==> src/rtl/busArbPkg.sv <==
package busArbPkg;

  typedef enum logic {
    ST_IDLE,
    ST_XFER
  } arbState_e;

  // strobes from control to datapath
  typedef struct packed {
    logic load;  // arbitration decision taken this cycle
    logic busy;  // transfer cycle
    logic last;  // final transfer cycle
  } arbStrobe_t;

  function automatic int countBits(input logic [31:0] m, input int width);
    int n;
    n = 0;
    for (int k = 0; k < width; k++) begin
      if (m[k]) n++;
    end
    return n;
  endfunction

endpackage

==> src/rtl/rt_arb_ctrl.sv <==
module rt_arb_ctrl
  import busArbPkg::*;
#(
  parameter int BUS_LAT = 2
) (
  input  logic       clk,
  input  logic       rstN,
  input  logic       anyReq,
  output arbStrobe_t strobes
);

  localparam int CNT_W = (BUS_LAT > 1) ? $clog2(BUS_LAT) : 1;

  arbState_e        state;
  logic [CNT_W-1:0] cnt;

  always_ff @(posedge clk) begin
    if (!rstN) begin
      state <= ST_IDLE;
      cnt   <= '0;
    end else begin
      case (state)
        ST_IDLE: begin
          if (anyReq) begin
            state <= ST_XFER;
            cnt   <= CNT_W'(BUS_LAT - 1);
          end
        end
        default: begin
          if (cnt == '0) begin
            state <= ST_IDLE;
          end else begin
            cnt <= cnt - 1'b1;
          end
        end
      endcase
    end
  end

  always_comb begin
    strobes.load = (state == ST_IDLE) && anyReq;
    strobes.busy = (state == ST_XFER);
    strobes.last = (state == ST_XFER) && (cnt == '0);
  end

endmodule

==> src/rtl/rt_arb_datapath.sv <==
module rt_arb_datapath
  import busArbPkg::*;
#(
  parameter int                 NUM_REQ   = 4,
  parameter int                 BUS_LAT   = 2,
  parameter logic [NUM_REQ-1:0] HARD_MASK = 4'b0101
) (
  input  logic               clk,
  input  logic               rstN,
  input  logic [NUM_REQ-1:0] reqVec,
  input  logic               padMode,
  input  arbStrobe_t         strobes,
  output logic [NUM_REQ-1:0] grantVec,
  output logic [NUM_REQ-1:0] doneVec
);

  localparam int IDX_W   = (NUM_REQ > 1) ? $clog2(NUM_REQ) : 1;
  localparam int SLOT    = BUS_LAT + 1;
  localparam int NUM_HRD = countBits(32'(HARD_MASK), NUM_REQ);
  localparam int NUM_SFT = NUM_REQ - NUM_HRD;
  localparam int UBD     = ((NUM_HRD > 0) ? (NUM_HRD - 1) : 0) * SLOT
                         + ((NUM_SFT > 0) ? (SLOT - 1) : 0);
  localparam int LBOUND  = BUS_LAT + UBD;
  localparam int AGE_W   = $clog2(LBOUND + 1) + 1;

  logic [NUM_REQ-1:0] hardReq, softReq;
  logic [IDX_W-1:0]   hardPtr, softPtr, owner, pick, pickNext;
  logic               pickHard;

  // first set bit of m at or after position p, wrapping
  function automatic logic [IDX_W-1:0] rrPick(input logic [NUM_REQ-1:0] m,
                                               input logic [IDX_W-1:0]   p);
    logic [IDX_W-1:0] sel;
    int               idx;
    sel = p;
    for (int k = NUM_REQ - 1; k >= 0; k--) begin
      idx = int'(p) + k;
      if (idx >= NUM_REQ) idx = idx - NUM_REQ;
      if (m[idx]) sel = IDX_W'(idx);
    end
    return sel;
  endfunction

  always_comb begin
    hardReq  = reqVec & HARD_MASK;
    softReq  = reqVec & ~HARD_MASK;
    pickHard = |hardReq;
    pick     = pickHard ? rrPick(hardReq, hardPtr) : rrPick(softReq, softPtr);
    pickNext = (int'(pick) == NUM_REQ - 1) ? '0 : pick + 1'b1;
  end

  always_ff @(posedge clk) begin
    if (!rstN) begin
      owner   <= '0;
      hardPtr <= '0;
      softPtr <= '0;
    end else if (strobes.load) begin
      owner <= pick;
      if (pickHard) hardPtr <= pickNext;
      else          softPtr <= pickNext;
    end
  end

  assign grantVec = strobes.busy ? (NUM_REQ'(1) << owner) : '0;

  // per-requester age tracking and completion
  for (genvar i = 0; i < NUM_REQ; i++) begin : g_req
    logic             active, ended, ownLast, padOn;
    logic [AGE_W-1:0] age, curAge;

    assign ownLast    = strobes.last && (owner == IDX_W'(i));
    assign padOn      = padMode && HARD_MASK[i];
    assign curAge     = active ? age : '0;
    assign doneVec[i] = padOn ? (active && (ended || ownLast) && (curAge == AGE_W'(LBOUND)))
                              : ownLast;

    always_ff @(posedge clk) begin
      if (!rstN) begin
        active <= 1'b0;
        ended  <= 1'b0;
        age    <= '0;
      end else if (doneVec[i]) begin
        active <= 1'b0;
        ended  <= 1'b0;
      end else begin
        if (!active && reqVec[i]) begin
          active <= 1'b1;
          age    <= AGE_W'(1);
        end else if (active) begin
          age <= age + 1'b1;
        end
        if (ownLast) ended <= 1'b1;
      end
    end
  end

endmodule

==> src/rtl/rt_bus_arbiter.sv <==
module rt_bus_arbiter
  import busArbPkg::*;
#(
  parameter int                 NUM_REQ   = 4,
  parameter int                 BUS_LAT   = 2,
  parameter logic [NUM_REQ-1:0] HARD_MASK = 4'b0101
) (
  input  logic               clk,
  input  logic               rstN,
  input  logic [NUM_REQ-1:0] reqVec,
  input  logic               padMode,
  output logic [NUM_REQ-1:0] grantVec,
  output logic               busBusy,
  output logic [NUM_REQ-1:0] doneVec
);

  arbStrobe_t strobes;

  rt_arb_ctrl #(.BUS_LAT(BUS_LAT)) u_ctrl (
    .clk    (clk),
    .rstN   (rstN),
    .anyReq (|reqVec),
    .strobes(strobes)
  );

  rt_arb_datapath #(
    .NUM_REQ  (NUM_REQ),
    .BUS_LAT  (BUS_LAT),
    .HARD_MASK(HARD_MASK)
  ) u_dp (
    .clk     (clk),
    .rstN    (rstN),
    .reqVec  (reqVec),
    .padMode (padMode),
    .strobes (strobes),
    .grantVec(grantVec),
    .doneVec (doneVec)
  );

  assign busBusy = strobes.busy;

endmodule

==> config.mk <==
export PLATFORM = sky130hd
export DESIGN_NAME = rt_bus_arbiter
export DESIGN_NICKNAME = d
export VERILOG_FILES = /design/src/rtl/busArbPkg.sv /design/src/rtl/rt_arb_ctrl.sv /design/src/rtl/rt_arb_datapath.sv /design/src/rtl/rt_bus_arbiter.sv
export SDC_FILE = /design/constraint.sdc
export NUM_CORES = 1
export LEC_CHECK = 0
export CORE_ASPECT_RATIO = 1.2
export CORE_MARGIN = 5
export CORE_UTILIZATION = 45
export CTS_BUF_LIST = sky130_fd_sc_hd__clkbuf_16
export CTS_CLUSTER_SIZE = 24
export DETAILED_ROUTE_END_ITERATION = 6
export PLACE_DENSITY = 0.69
export SETUP_SLACK_MARGIN = 0.2
export SYNTH_ARGS = -nofsm -noshare
export SYNTH_HDL_FRONTEND = slang
export SYNTH_SLANG_ARGS = --single-unit
==> constraint.sdc <==
create_clock -name clk -period 2.7 [get_ports clk]
set_clock_uncertainty 0.2 [all_clocks]
set_input_delay 0.27 -clock clk [delete_from_list [all_inputs] [get_ports clk]]
set_output_delay 0.27 -clock clk [all_outputs]
set_load 0.1 [all_outputs]
Yosys cells after proc, flatten, opt, wreduce, memory -nomap -nowiden
Cells that the tools add are included.
- add/sub/neg operators: 18
- $lt $le $gt $ge: 16
- equal/unequal tests: 6
- shift-type cells: 1
- muxes and demuxes: 57
- bitwise gates (word level): 6
- reduce and logical (&&, ||, !) cells: 28
- operator list (kind ; count):
    32-bit by 4-bit less-than comparator with 1-bit output (second input constant) ; 8
    32-bit 2-to-1 mux ; 8
    32-bit by 4-bit greater-or-equal comparator with 1-bit output (second input constant) ; 6
    32-bit by 4-bit subtractor with 32-bit output (second input constant) ; 6
    4-bit 2-to-1 mux ; 7
    1-bit 2-to-1 mux ; 24
    2-bit 2-to-1 mux ; 10
    1-bit binary-select mux with 2-bit select ; 8
    2-bit by 2-bit adder with 3-bit output (second input constant) ; 4
    1-bit logical AND ; 12
    4-bit by 1-bit adder with 4-bit output (second input constant) ; 2
    4-bit by 3-bit equality test with 1-bit output (second input constant) ; 2
    2-bit AND reduction ; 4
    2-bit by 3-bit subtractor with 4-bit output (second input constant) ; 2
    2-bit by 1-bit adder with 3-bit output (second input constant) ; 2
    2-bit by 3-bit greater-or-equal comparator with 1-bit output (second input constant) ; 2
    1-bit NOT ; 6
    2-bit nonzero test ; 3
    2-bit OR reduction ; 3
    2-bit by 1-bit equality test with 1-bit output (second input constant) ; 2
    2-bit equality test (second input constant) ; 2
    4-bit OR reduction ; 1
    1-bit by 2-bit << shifter with 4-bit output (first input constant) ; 1
    2-bit by 1-bit adder with 2-bit output (second input constant) ; 1
    other kinds (4) ; 6
- bits in registers: 20
- input port bits: 7
- output and inout port bits: 9
- word-level logic and storage cells: 143

Depth between registers and ports, before layout
- word-level depth: 13
- mapped depth: 5
- mapped depth without buffers: 4

Cells and area by module
From an unflattened synthesis, not the netlist that was laid out.
- cells, all modules: 139
- area total of the unflattened synthesis: 1159.9 sq um
- by module, submodules not included (module ; instances ; cells each ; area an instance (sq um) ; sequential area each (sq um)):
    rt_arb_datapath ; 1 ; 129 ; 1067.3 ; 360.3
    rt_arb_ctrl ; 1 ; 9 ; 85.1 ; 40.0
    rt_bus_arbiter ; 1 ; 1 ; 7.5 ; 0.0

Least setup slack after synthesis
No wires, ideal clock.
- path kind: register -> output
- start: register u_ctrl.state
- end: output port grantVec[0]
- data arrival time: 3.525 ns
- required time: 2.230 ns
- slack: -1.295 ns
- cell stages (with the launch flop): 3
- buffers on the path: 1
- path through: dfxtp_1 > clkbuf_1 > nor3b_1
- longest elaborated chain between the ends: 1
- ends and longest elaborated chain (item ; line ; source):
    from (decl) ; rt_arb_ctrl.sv:14 ; arbState_e state;
    from (signal assigned) ; rt_arb_ctrl.sv:19 ; state <= ST_IDLE;
    from (signal assigned) ; rt_arb_ctrl.sv:25 ; state <= ST_XFER;
    from (signal assigned) ; rt_arb_ctrl.sv:31 ; state <= ST_IDLE;
    4-bit 2-to-1 mux ; rt_arb_datapath.sv:64 ; assign grantVec = strobes.busy ? (NUM_REQ'(1) << owner) : '0;
    to (decl) ; rt_bus_arbiter.sv:12 ; output logic [NUM_REQ-1:0] grantVec,
Every way passes these cells.

Worst setup path in the final report
- start: register u_dp.owner[1]
- end: output port doneVec[0]
- longest elaborated chain between the ends: 6
- ends and longest elaborated chain (item ; line ; source):
    from (decl) ; rt_arb_datapath.sv:27 ; logic [IDX_W-1:0] hardPtr, softPtr, owner, pick, pickNext;
    from (signal assigned) ; rt_arb_datapath.sv:58 ; owner <= pick;
    2-bit zero test * ; rt_arb_datapath.sv:71 ; assign ownLast = strobes.last && (owner == IDX_W'(i));
    1-bit logical AND * ; rt_arb_datapath.sv:71 ;
    1-bit logical OR ; rt_arb_datapath.sv:74 ; assign doneVec[i] = padOn ? (active && (ended || ownLast) && (curAge == AGE_W'(LBOUND)))
    1-bit logical AND (2 in series) ; rt_arb_datapath.sv:74 ;
    1-bit 2-to-1 mux * ; rt_arb_datapath.sv:74 ;
    to (decl) ; rt_bus_arbiter.sv:14 ; output logic [NUM_REQ-1:0] doneVec
Every way passes the cells marked *; elsewhere a longest branch is shown, timed or not.

==> metrics.md <==
| Metric | Value |
|---|---|
| Initial antenna violation count | `0` |
| Sequential-to-total area share from yosys stat | `a little over a third` |
| CTS tree | `done` |
| Filler cells | `218` |
| Post-synthesis mux area share | `less than 1%` |
| Yosys top cell area share | `a little over a third` |
| DR iter-0 viols | `22` |
| Synth Area in Adders | `2.30%` |
| Total core area | `around 2300 µm²` |
| I/O pin count | `16` |
| CP Class | `reg2out` |
| GRT overflow | `0` |
| Finish-stage setup viols | `0` |
| Vias in the first global route | `roughly 950` |
| Layout area overhead | `23.4%` |
| RSZ-0062 raised after global routing | `no` |
| Finished Layout Cells | `175` |
| Setup WS pre-CTS | `around 0.43 ns` |
| Complex-gate fraction of the synthesized area | `a little over a fifth` |
| Net Sw Power | `around 230 µW` |
| Post-Synth Simple-Gate Area | `between 30 and 40%` |
| FFs w/ async S/R, synth | `0%` |
| Max transition margin | `about two thirds` |
| # clock sinks | `19` |
| Post-DR wirelength/cell | `around 13 µm` |
| Clk pwr share | `between 30% and 40%` |
| Final WL | `2.32 mm` |
| Mapped Nets | `142` |
| Via count | `1005` |
| Area of the multi-input gates | `approximately 660 µm²` |
| Switch share | `between 20% and 30%` |
| CP Buf/Inv Count | `1` |
| Most common cell after layout, fill and taps aside | `dfxtp_1` |
| Nets | `154` |
| Post-synthesis cell type count | `42` |
| Final number of hold-violating endpoints | `0` |
| Die ar. | `between 3000 and 4000 µm²` |
| CP endpoint kind | `output port` |
| Reg power frac | `about two fifths` |
| Total global-route track usage | `between 10% and 20%` |
| EDFF count, synth | `0` |
| Commonest non-fill, non-tap cells in the layout | `dfxtp_1, nand2_1, nor2_1` |
| HPWL after DPL | `1.73 mm` |
| Fin worst setup slack | `around 0.38 ns` |
| Top area cells in the synthesized netlist | `dfxtp_1, nand2_1, nor3_1` |
| Synthesis warning total | `0` |
| Synth Flop Type | `dfxtp_1` |
| Cts-stage hold buffer count | `0` |
| CTS Buffer Depth | `2` |
| Port bufs | `15` |
| Placed insts | `171` |
| Leakage | `0.511 nW` |
| Cells after synthesis | `133` |
| Slew @ Worst Pin | `approximately 0.5 ns` |
| Internal power | `roughly 560 µW` |
| Global-route wire length before repair | `~4.1 mm` |
| Main combinational cell family by area after synthesis | `simple AND/OR/NAND/NOR gates` |
| Worst-skew pair later-pin latency | `~0.25 ns` |
| Area share of xor/xnor cells in the synthesized design | `around 1.6%` |
| Fmax | `431 MHz` |
| Share of cells above drive strength 1 | `between 10% and 20%` |
| Synthesized area per cell | `between 8 and 9 µm²` |
| Area leader, netlist | `dfxtp_1` |
| CP startpoint kind | `flip-flop` |
| H-tree depth | `1` |
| P per Cell Area | `around 580 nW/µm²` |
| Reg clk slew, reported paths | `about 0.05 ns` |
| DR vias/cell | `between 5 and 6` |
| Setup bufs post-CTS | `0` |
| CP cell instances | `or4b_4 > nor4_4 > or2_4 > buf_12` |
| TNS Setup | `0 ns` |
| Largest net degree at the start of global routing | `15` |
| # resized after CTS | `0` |
| Max_cap viols | `0` |
| Final Cycle Share | `86.0%` |
| Max incr delay on CP | `slightly above 0.6 ns` |
| Worst path slowest cell | `or4b_4` |
| Post-route DRC | `0` |
| Min cycle time layout | `around 2.3 ns` |
| Crit path DAT | `between 1.5 and 2 ns` |
| Req. time, crit path | `between 2 and 2.5 ns` |
| Site Rows | `19` |
| Hold Path Class | `reg2reg` |
| DRT Pass-1 Iters | `4` |
| Max VDD drop | `between 0.3 and 0.4 mV` |
| Status | `finished clean` |
| Post-synthesis cell area | `1090 µm²` |
| Yosys reg bits | `19` |
| CTS buffer count | `3` |
| Flip-flop and latch area | `approximately 380 µm²` |
| N_diodes | `0` |
| Max FO, Critical Path | `8` |
| Logic pwr share | `20.1%` |
| Clk root buf | `clkbuf_16` |
| Initial core utilization | `a little under half` |
| Antenna viol nets, final | `0` |
| CP top delay family | `simple AND/OR/NAND/NOR gates` |
| Die Wd | `roughly 55 µm` |
| Routability cong. | `0.893` |
| Die height | `roughly 64 µm` |
| Max Slew Vio Count | `0` |
-- final timing paths --
kind / start / end / slack (ns) / depth (start not counted)
worst max-delay path: u_dp.owner[1] / doneVec[0] / 0.38 / 4
worst min-delay path: u_dp.hardPtr[1] / u_dp.hardPtr[1] / 0.30 / 2
worst max register to register: u_dp.owner[1] / u_dp.g_req[0].age[2] / 0.85 / 4
worst min register to register: u_dp.hardPtr[1] / u_dp.hardPtr[1] / 0.30 / 2
-- logic make-up (layout without fill, tap and decap cells) --
logic type / Yosys count / count (layout)
flip-flops: 19 / 19
AO/OA/AOI/OAI: 32 / 32
adder cells (fa/ha/maj): 2 / 2
buffers and inverters: 15 / 26
AND/OR/NAND/NOR: 62 / 62
multiplexers: 1 / 1
XOR/XNOR: 2 / 2
-- layout make-up --
type | count | area share (%)
multi-input combinational | 99 | 49.2
tap | 31 | 2.88
clock buffer | 3 | 5.58
inverter | 6 | 1.67
clock inverter | 1 | 0.372
timing repair buffer | 16 | 11.9
sequential | 19 | 28.4
-- power by group through the flow --
stage,registers (mW),clock network (mW),logic (mW)
after global placement,0.332,0,0.155
after floorplan,0.332,0,0.116
after detailed placement,0.333,0,0.157
final,0.328,0.298,0.157
after global routing,0.331,0.319,0.171
after CTS,0.327,0.304,0.158
-- state kept, by name, summed over array words and instances, names as in the netlist --
| signal | count |
|---|---|
| u_ctrl.cnt | 1 |
| u_ctrl.state | 1 |
| u_dp.g_req.active | 2 |
| u_dp.g_req.age | 8 |
| u_dp.g_req.ended | 2 |
| u_dp.hardPtr | 2 |
| u_dp.owner | 2 |
| u_dp.softPtr | 1 |
-- routing by layer --
layer  up-vias  share of wire (%)  GRT usage [%]
met5         -                  0              0
met4         0               0.60           4.26
met3         2                3.1           4.19
met2        19                 49           23.8
met1       469                 47           18.9
li1        515                  -              -
-- worst register-to-register path: cells and delay by family (launching register included) --
family             cells  cell delay (ns)
AOI/OAI and AO/OA      1             0.10
DFF                    1             0.39
and+or+nand+nor        3             1.03
-- per-stage QoR --
stage          util, %  instance area (µm²)  total power [mW]  hold WS [ns]
5_1_grt           58.3                 1350             0.821         0.327
3_5_place_dp      54.9                 1260             0.490         0.293
6_report          58.3                 1350             0.782         0.305
4_1_cts           58.3                 1350             0.789         0.300
2_1_floorplan        -                 1110             0.448         0.226
3_3_place_gp      54.9                 1260             0.486         0.276
-- cells in the mapped netlist (2+ instances only) --
master    instances
a211oi_1          2
a21oi_1           8
and2_1            2
buf_4             2
clkbuf_1          7
dfxtp_1          19
ha_1              2
inv_1             6
nand2_1          13
nand2b_1          4
nand3_1           5
nand4b_1          4
nor2_1           12
nor3_1            9
o211ai_1          3
o21ai_0           5
o221a_2           2
o32ai_1           2
o41ai_1           2
xnor2_1           2
Power figures use the tool's default switching activity.
